===== src/rtl/owb_pkg.sv =====
package owb_pkg;
  localparam int IDX_FIELD_W = 8;

  typedef struct packed {
    logic                   allocEn;
    logic [IDX_FIELD_W-1:0] allocIdx;
    logic                   freeEn;
    logic [IDX_FIELD_W-1:0] freeIdx;
    logic                   rspLoad;
  } owbStrobe_t;
endpackage


===== src/rtl/owb_data.sv =====
module owb_data
  import owb_pkg::*;
#(
  parameter int ENTRIES = 4,
  parameter int ADDR_W  = 16,
  parameter int DATA_W  = 32
) (
  input  logic               clk,
  input  logic               rstN,
  input  owbStrobe_t         strobe,
  input  logic [ADDR_W-1:0]  evictAddr,
  input  logic [DATA_W-1:0]  evictData,
  input  logic [ADDR_W-1:0]  fwdAddr,
  input  logic [ADDR_W-1:0]  ackAddr,
  output logic [ENTRIES-1:0] validVec,
  output logic [ENTRIES-1:0] fwdMatch,
  output logic [ENTRIES-1:0] ackMatch,
  output logic [ENTRIES-1:0] evMatch,
  output logic [DATA_W-1:0]  rspData
);
  logic [ADDR_W-1:0] entryAddr [ENTRIES];
  logic [DATA_W-1:0] entryData [ENTRIES];
  logic [DATA_W-1:0] hitData;

  for (genvar i = 0; i < ENTRIES; i++) begin : g_entry
    localparam logic [IDX_FIELD_W-1:0] MY_IDX = IDX_FIELD_W'(i);

    always_ff @(posedge clk) begin
      if (!rstN) begin
        validVec[i] <= 1'b0;
      end else if (strobe.allocEn && strobe.allocIdx == MY_IDX) begin
        validVec[i] <= 1'b1;
      end else if (strobe.freeEn && strobe.freeIdx == MY_IDX) begin
        validVec[i] <= 1'b0;
      end
    end

    always_ff @(posedge clk) begin
      if (strobe.allocEn && strobe.allocIdx == MY_IDX) begin
        entryAddr[i] <= evictAddr;
        entryData[i] <= evictData;
      end
    end

    assign fwdMatch[i] = validVec[i] && (entryAddr[i] == fwdAddr);
    assign ackMatch[i] = validVec[i] && (entryAddr[i] == ackAddr);
    assign evMatch[i]  = validVec[i] && (entryAddr[i] == evictAddr);
  end

  // Addresses are unique among valid entries, so the match is one-hot and an OR-mux is enough.
  always_comb begin
    hitData = '0;
    for (int i = 0; i < ENTRIES; i++) begin
      if (fwdMatch[i]) hitData = hitData | entryData[i];
    end
  end

  always_ff @(posedge clk) begin
    if (!rstN) rspData <= '0;
    else if (strobe.rspLoad) rspData <= hitData;
  end
endmodule


===== src/rtl/owb_ctrl.sv =====
module owb_ctrl
  import owb_pkg::*;
#(
  parameter int ENTRIES = 4,
  parameter int ADDR_W  = 16
) (
  input  logic               clk,
  input  logic               rstN,
  input  logic               evictValid,
  input  logic               fwdValid,
  input  logic [ADDR_W-1:0]  fwdAddr,
  input  logic               ackValid,
  input  logic [ADDR_W-1:0]  ackAddr,
  input  logic               ackKind,
  input  logic [ENTRIES-1:0] validVec,
  input  logic [ENTRIES-1:0] fwdMatch,
  input  logic [ENTRIES-1:0] ackMatch,
  input  logic [ENTRIES-1:0] evMatch,
  output owbStrobe_t         strobe,
  output logic               evictReady,
  output logic               full,
  output logic               rspValid,
  output logic [ADDR_W-1:0]  rspAddr,
  output logic               passValid,
  output logic [ADDR_W-1:0]  passAddr,
  output logic               retireValid,
  output logic               retireToMem,
  output logic [ADDR_W-1:0]  retireAddr
);
  logic [IDX_FIELD_W-1:0] freeSlot;
  logic [IDX_FIELD_W-1:0] ackSlot;
  logic                   slotFound;
  logic                   ackFound;
  logic                   fwdHit;
  logic [ADDR_W-1:0]      fwdAddrQ;

  always_comb begin
    freeSlot  = '0;
    slotFound = 1'b0;
    ackSlot   = '0;
    ackFound  = 1'b0;
    for (int i = 0; i < ENTRIES; i++) begin
      if (!validVec[i] && !slotFound) begin
        freeSlot  = IDX_FIELD_W'(i);
        slotFound = 1'b1;
      end
      if (ackMatch[i] && !ackFound) begin
        ackSlot  = IDX_FIELD_W'(i);
        ackFound = 1'b1;
      end
    end
  end

  assign full       = &validVec;
  assign fwdHit     = |fwdMatch;
  assign evictReady = !full && !(|evMatch);

  always_comb begin
    strobe          = '0;
    strobe.allocEn  = evictValid && evictReady && slotFound;
    strobe.allocIdx = freeSlot;
    strobe.freeEn   = ackValid && ackFound;
    strobe.freeIdx  = ackSlot;
    strobe.rspLoad  = fwdValid && fwdHit;
  end

  always_ff @(posedge clk) begin
    if (!rstN) begin
      rspValid    <= 1'b0;
      passValid   <= 1'b0;
      retireValid <= 1'b0;
      retireToMem <= 1'b0;
      retireAddr  <= '0;
      fwdAddrQ    <= '0;
    end else begin
      rspValid    <= fwdValid && fwdHit;
      passValid   <= fwdValid && !fwdHit;
      retireValid <= strobe.freeEn;
      if (fwdValid) fwdAddrQ <= fwdAddr;
      if (strobe.freeEn) begin
        retireToMem <= !ackKind;
        retireAddr  <= ackAddr;
      end
    end
  end

  assign rspAddr  = fwdAddrQ;
  assign passAddr = fwdAddrQ;
endmodule


===== src/rtl/owner_wb_buffer.sv =====
module owner_wb_buffer
  import owb_pkg::*;
#(
  parameter int ENTRIES = 4,
  parameter int ADDR_W  = 16,
  parameter int DATA_W  = 32
) (
  input  logic              clk,
  input  logic              rstN,
  input  logic              evictValid,
  input  logic [ADDR_W-1:0] evictAddr,
  input  logic [DATA_W-1:0] evictData,
  output logic              evictReady,
  output logic              full,
  input  logic              fwdValid,
  input  logic [ADDR_W-1:0] fwdAddr,
  output logic              rspValid,
  output logic [ADDR_W-1:0] rspAddr,
  output logic [DATA_W-1:0] rspData,
  output logic              passValid,
  output logic [ADDR_W-1:0] passAddr,
  input  logic              ackValid,
  input  logic [ADDR_W-1:0] ackAddr,
  input  logic              ackKind,
  output logic              retireValid,
  output logic              retireToMem,
  output logic [ADDR_W-1:0] retireAddr
);
  owbStrobe_t         strobe;
  logic [ENTRIES-1:0] validVec;
  logic [ENTRIES-1:0] fwdMatch;
  logic [ENTRIES-1:0] ackMatch;
  logic [ENTRIES-1:0] evMatch;

  owb_ctrl #(.ENTRIES(ENTRIES), .ADDR_W(ADDR_W)) u_ctrl (
    .clk(clk), .rstN(rstN),
    .evictValid(evictValid),
    .fwdValid(fwdValid), .fwdAddr(fwdAddr),
    .ackValid(ackValid), .ackAddr(ackAddr), .ackKind(ackKind),
    .validVec(validVec), .fwdMatch(fwdMatch), .ackMatch(ackMatch), .evMatch(evMatch),
    .strobe(strobe), .evictReady(evictReady), .full(full),
    .rspValid(rspValid), .rspAddr(rspAddr),
    .passValid(passValid), .passAddr(passAddr),
    .retireValid(retireValid), .retireToMem(retireToMem), .retireAddr(retireAddr)
  );

  owb_data #(.ENTRIES(ENTRIES), .ADDR_W(ADDR_W), .DATA_W(DATA_W)) u_data (
    .clk(clk), .rstN(rstN), .strobe(strobe),
    .evictAddr(evictAddr), .evictData(evictData),
    .fwdAddr(fwdAddr), .ackAddr(ackAddr),
    .validVec(validVec), .fwdMatch(fwdMatch), .ackMatch(ackMatch), .evMatch(evMatch),
    .rspData(rspData)
  );
endmodule


===== config.mk =====
export PLATFORM = sky130hd
export DESIGN_NAME = owner_wb_buffer
export DESIGN_NICKNAME = d
export VERILOG_FILES = /design/src/rtl/owb_pkg.sv /design/src/rtl/owb_data.sv /design/src/rtl/owb_ctrl.sv /design/src/rtl/owner_wb_buffer.sv
export SDC_FILE = /design/constraint.sdc
export NUM_CORES = 1
export LEC_CHECK = 0
export CORE_MARGIN = 2
export CORE_UTILIZATION = 56
export DETAILED_ROUTE_END_ITERATION = 8
export PLACE_DENSITY = 0.79
export SLEW_MARGIN = 10
export SYNTH_ARGS = -nofsm -noshare
export SYNTH_HDL_FRONTEND = slang
export SYNTH_SLANG_ARGS = --single-unit

===== constraint.sdc =====
create_clock -name clk -period 15.2 [get_ports clk]
set_clock_uncertainty 0.1 [all_clocks]
set_input_delay 3.04 -clock clk [delete_from_list [all_inputs] [get_ports clk]]
set_output_delay 3.04 -clock clk [all_outputs]
set_load 0.005 [all_outputs]

# [Yosys cells after proc, flatten, opt, wreduce, memory -nomap -nowiden]
# Memory sizes are Yosys's and may differ from the RTL's.
# Cells that the tools add are included.
[totals] regBits=72 mem_bits_rw=192 inputBits=86 out_inout_bits=86 word_cells=145 memories=2
[mem_list] name="u_data.entryData" depth=4 word_bits=32 rd=4 rd_clocked_by_memory_dff=0 wr=1 line_no="owb_data.sv:22" text="logic [DATA_W-1:0] entryData [ENTRIES];"
[mem_list] name="u_data.entryAddr" depth=4 word_bits=16 rd=4 rd_clocked_by_memory_dff=0 wr=1 line_no="owb_data.sv:21" text="logic [ADDR_W-1:0] entryAddr [ENTRIES];"
[op_classes] n_eq_ne=18 mux=52 bitwise=3 reduce_logical=59
[op_table] operator="$mux 32" n=7
[op_table] operator="$eq 16x16->1" n=12
[op_table] operator="$or 32x32->32" n=3
[op_table] operator="$reduce_or 32->1" n=3
[op_table] operator="$mux 16" n=3
[op_table] operator="$reduce_or 16->1" n=3
[op_table] operator="$logic_and 1x1->1" n=32
[op_table] operator="$mux 1" n=32
[op_table] operator="$eq 8x2->1 const B" n=2
[op_table] operator="$logic_not 8->1" n=2
[op_table] operator="$mux 2" n=8
[op_table] operator="$mux 8" n=2
[op_table] operator="$logic_not 1->1" n=12
[op_table] operator="$eq 8x1->1 const B" n=1
[op_table] operator="$reduce_bool 2->1" n=4
[op_table] operator="$reduce_or 4->1" n=2
[op_table] operator="$eq 2x2->1 const B" n=2
[op_table] operator="$reduce_and 4->1" n=1
[op_table] operator="$eq 2x1->1 const B" n=1

# [Logic depth before layout (Yosys ltp)]
[depth] ltp_word=17 ltp_mapped=9 ltp_nobuf=6

# [By module]
# A second synthesis with hierarchy kept.
[hier_totals] cells_unflattened=873 area_unflattened_um2=11494.8
[modules_own_cells] module="owb_data" n_inst=1 cells_per_inst=695 area_each_um2=9808.2 seq_area_each_um2=6486.2
[modules_own_cells] module="owb_ctrl" n_inst=1 cells_per_inst=178 area_each_um2=1686.6 seq_area_each_um2=720.7

# [Worst setup path after synthesis]
# Ideal clock, no wire load.
[synth_path] path_type="input to register" start="input port evictAddr[3]" end="memory u_data.entryAddr[3][0], enable pin" setup_time_ns=0.573 arrival_time_ns=8.265 required_ns=14.527 setup_slack_ns=6.263 cell_stages=6 path_buffers=0 path_cell_list="xor2_1 > nor4_1 > nand4_1 > o32ai_1 > or2_1 > nor4_1"
[synth_between] elab_chain_len=14 elab_cells_between_ends=34 cone_classes="4 x eq/ne; 14 x mux; 16 x reduce/logical"
[synth_lines] element="start, declared" line_no="owner_wb_buffer.sv:11" text="input logic [ADDR_W-1:0] evictAddr,"
[synth_lines] element="$eq 16x16->1" line_no="owb_data.sv:47" text="assign evMatch[i] = validVec[i] && (entryAddr[i] == evictAddr);"
[synth_lines] element="$logic_and 1x1->1" line_no="owb_data.sv:47"
[synth_lines] element="$reduce_or 4->1 (*)" line_no="owb_ctrl.sv:56" text="assign evictReady = !full && !(|evMatch);"
[synth_lines] element="$logic_not 1->1 (*)" line_no="owb_ctrl.sv:56"
[synth_lines] element="$logic_and 1x1->1 (*)" line_no="owb_ctrl.sv:56"
[synth_lines] element="$logic_and 1x1->1 (*) (2 in a row)" line_no="owb_ctrl.sv:60" text="strobe.allocEn = evictValid && evictReady && slotFound;"
[synth_lines] element="$logic_and 1x1->1" line_no="owb_data.sv:39" text="if (strobe.allocEn && strobe.allocIdx == MY_IDX) begin"
[synth_lines] element="$mux 1" line_no="owb_data.sv:39"
[synth_lines] element="$mux 1 (implied by the code)" line_no="owb_data.sv:40" text="entryAddr[i] <= evictAddr;"
[synth_lines] element="$reduce_or 16->1 (no line)"
[synth_lines] element="$mux 2 (no line) or $mux 1 (tied branches) (3 in a row)"
[synth_lines] element="end, declared" line_no="owb_data.sv:21"
# Mark *: on every way between the ends. The rest lies on a longest branch, timed or not.

# [Worst setup path in the final report]
[layout_path] start="input port evictAddr[13]" end="output port evictReady"
[layout_between] elab_chain_len=5 elab_cells_between_ends=11 cone_classes="4 x eq/ne; 7 x reduce/logical"
[layout_lines] element="$eq 16x16->1" line_no="owb_data.sv:47"
[layout_lines] element="$logic_and 1x1->1" line_no="owb_data.sv:47"
[layout_lines] element="$reduce_or 4->1 (*)" line_no="owb_ctrl.sv:56"
[layout_lines] element="$logic_not 1->1 (*)" line_no="owb_ctrl.sv:56"
[layout_lines] element="$logic_and 1x1->1 (*)" line_no="owb_ctrl.sv:56"
[layout_lines] element="end, declared" line_no="owner_wb_buffer.sv:13" text="output logic evictReady,"
# Marked as above.

==> out/qor.txt <==
Vias in the first global route: 9678
Critical path buffer and inverter count: 2
# fillers: 1608
Post-DP HPWL: 26.5 mm
Crit-path cells: clkdlybuf4s50_1 -> xor2_1 -> nor4_1 -> nand4_1 -> o32ai_1 -> or2_1 -> nor2_1 -> clkdlybuf4s50_1
ANT cells: 0
Final period utilization: 59.1%
Clk Tree Root Cell: clkbuf_16
CP delay by family, top: buffers and inverters
GRT Residual Overflow: 0
Vias per cell: 6.67
Yosys top cell area share: 44.8%
Synth Cell Area: 12900 sq um
Initial DRC Count: 1252
Final nets: 1304
# rows: 55
CTS tree: yes
Num CTS Buffers: 27
Post-synth top cells: 192 x edfxtp_1, 150 x nand4_1, 119 x xor2_1
Max Clk Rate: 111 MHz
Post-CTS setup buffers: 0
Top post-synthesis cells by area: edfxtp_1 45%, dfxtp_1 11%, xor2_1 8.1%
Drt first pass iters: 5
Residual DRC: 0
Worst-path clk slew: 60 ps
PwrDens: 107 nW/um^2
Max IR drop VDD: 0.0000952 V
Synth unique cells: 43
Critical path's most frequent cell: clkdlybuf4s50_1
Mean post-synth cell area: 11.5 sq um
Standard cell core area: 22600 sq um
Final Wtd Congestion: 1.08
RR Startpoint: u_data.entryAddr[3][11]$_DFFE_PP_
CP Data Required Time: 12060 ps
Worst hold slack: 354 ps
Status: finished, final reports clean
Async set-or-reset flop fraction in the synthesized netlist: 0%
Die area: 24200 sq um
Crit path depth: 8
Register area share after synthesis: 56.0%
# H-tree levels: 1
First-pass GRT wire length: 61.5 mm
Sink Count: 264
Setup slack after layout: 6210 ps
Initial Utilization: 56.9%
Worst min-delay path class: reg -> reg
Largest net degree at the start of global routing: 101
Hold Fails Final Rpt: 0
Post-synth EDFFs: 192
R2R Setup Slk: 11970 ps
Inst Count DP: 1474
Maximum root-to-sink buffer count: 3
Syn nets: 1208
Worst Path Arrival: 5850 ps
Final setup vio count: 0
Max Cap Viol: 0
Top_reg_cell synth: edfxtp_1
Tmin final: 8990 ps
Leading area contributor after synthesis: edfxtp_1
FF-to-FF End: u_data.entryData[2][10]$_DFFE_PP_
Slowest-stage cell, CP: clkdlybuf4s50_1
Worst reg2reg path depth: 7
Worst Setup SP: evictAddr[13]
Die Width: 156 um
Pins over their slew limit: 0
Largest fanout on the critical path: 8
DIE HEIGHT: 156 um
Vias: 10200
Kind of critical path: in -> out
Pre-CTS WS: 6250 ps
Setup TNS: 0 ps
Area Growth Syn to Fin: 20.5%
Worst slew margin: 23.5%
Cts repair resizes: 0
Insertion delay to the later sink of the worst-skew pair: 560 ps
Leak: 5.04 nW
Yosys warns: 0
I/O Buffers: 171
Critical Path Sink: evictReady
Yosys reg bits: 264
Total GRT Usage: 34.0%
Cells after Synth: 1122
Initial antenna violation count: 0
# hold bufs at CTS: 0
CP Launch Type: input pin
Unrepaired setup endpoints after global routing: no
WL final: 41.6 mm
Antenna-violating nets left: 0
Layout cell share with drive strength beyond 1: 6.38%
Post-Route Utilization: 68.5%
CP endpoint kind: output port
IO Pins: 172
Count leader, synth: edfxtp_1
Largest stage delay on the critical path: 660 ps
Layout Cells excl Fill: 1524
Least-Margin Pin Slew: 1150 ps
WL/cell: 27.3 um
[cells by family after synthesis]
logic type                count (synthesis)  synth area share, %
and+or+nand+nor                         361                 15.8
AOI/OAI and AO/OA                       111                 5.39
muxes                                    65                 5.05
DFF                                     264                 56.0
buffers and inverters                   128                 4.66
xor gates and xnor gates                193                 13.1
[worst min-delay path, stage by stage, from the launching register on]
cell     delay [ps]
dfxtp_1         300
nand2_1          50
mux2i_1          50
[flip-flops by register name, indices dropped and copies added, names as in the netlist]
name / flops
u_ctrl.retireValid: 1
u_ctrl.passValid: 1
u_ctrl.passAddr: 16
u_data.entryData: 128
u_ctrl.rspValid: 1
u_ctrl.retireAddr: 16
u_data.entryAddr: 64
u_data.rspData: 32
u_data.validVec: 4
u_ctrl.retireToMem: 1
[power by group]
| group | switching, W | total, W | internal, W |
|---|---|---|---|
| Clock | 0.000282 | 0.000705 | 0.000423 |
| Combinational | 0.0000920 | 0.000150 | 0.0000582 |
| Sequential | 0.0000141 | 0.000806 | 0.000792 |
[through the flow]
step | area (sq um) | total power (W)
after floorplan | 12900 | 0.000898
after global routing | 15500 | 0.00170
after CTS | 15500 | 0.00166
after global placement | 14600 | 0.000966
final | 15500 | 0.00166
after detailed placement | 14600 | 0.000968
[cells in the final DEF (no fill, tap or decap), drive strengths merged, types with 2 or more instances in the layout]
master and n:
nor2b 2, o41ai 3, dfxtp 72, o211a 2, buf 21, clkinv 9
nor4 35, o22ai 66, mux2i 65, nand4b 8, nand4 150, nand2b 3
nand2 78, and4b 9, bufinv 5, clkdlybuf4s50 170, o32ai 2, nor2 37
edfxtp 192, or4 3, nand3 15, xnor2 74, clkbuf 34, nor4bb 4
nor4b 3, o21ai 33, inv 6, xor2 119, nor3 9
[area by class of cell]
type / instances / area (sq um) / area share [%]
Multi-Input combinational cell: 730 / 5130 / 33.1
Inverter: 4 / 15.0 / 0.0968
Sequential cell: 264 / 7210 / 46.5
Timing Repair Buffer: 191 / 1860 / 12.0
Tap cell: 285 / 357 / 2.30
Clock buffer: 34 / 722 / 4.65
Clock inverter: 16 / 224 / 1.44
[layer usage]
metal | share of wire, % | global-route usage [%]
met5 | 0 | 0
met4 | 3.8 | 11.5
met3 | 11 | 6.25
met2 | 46 | 53.5
met1 | 39 | 47.9
[worst min-delay path by stage]
stage	from	endpoint	slack (ps)	cells past startpoint
2_1_floorplan	u_ctrl.retireAddr[0]$_SDFFE_PN0P_	u_ctrl.retireAddr[0]$_SDFFE_PN0P_	350	2
3_3_place_gp	u_ctrl.retireAddr[8]$_SDFFE_PN0P_	u_ctrl.retireAddr[8]$_SDFFE_PN0P_	340	2
3_5_place_dp	u_ctrl.retireAddr[5]$_SDFFE_PN0P_	u_ctrl.retireAddr[5]$_SDFFE_PN0P_	350	2
4_1_cts	u_ctrl.retireAddr[5]$_SDFFE_PN0P_	u_ctrl.retireAddr[5]$_SDFFE_PN0P_	360	2
5_1_grt	u_ctrl.retireAddr[6]$_SDFFE_PN0P_	u_ctrl.retireAddr[6]$_SDFFE_PN0P_	380	2
6_report	u_ctrl.retireAddr[5]$_SDFFE_PN0P_	u_ctrl.retireAddr[5]$_SDFFE_PN0P_	350	2
(Power assumes the default switching activity.)
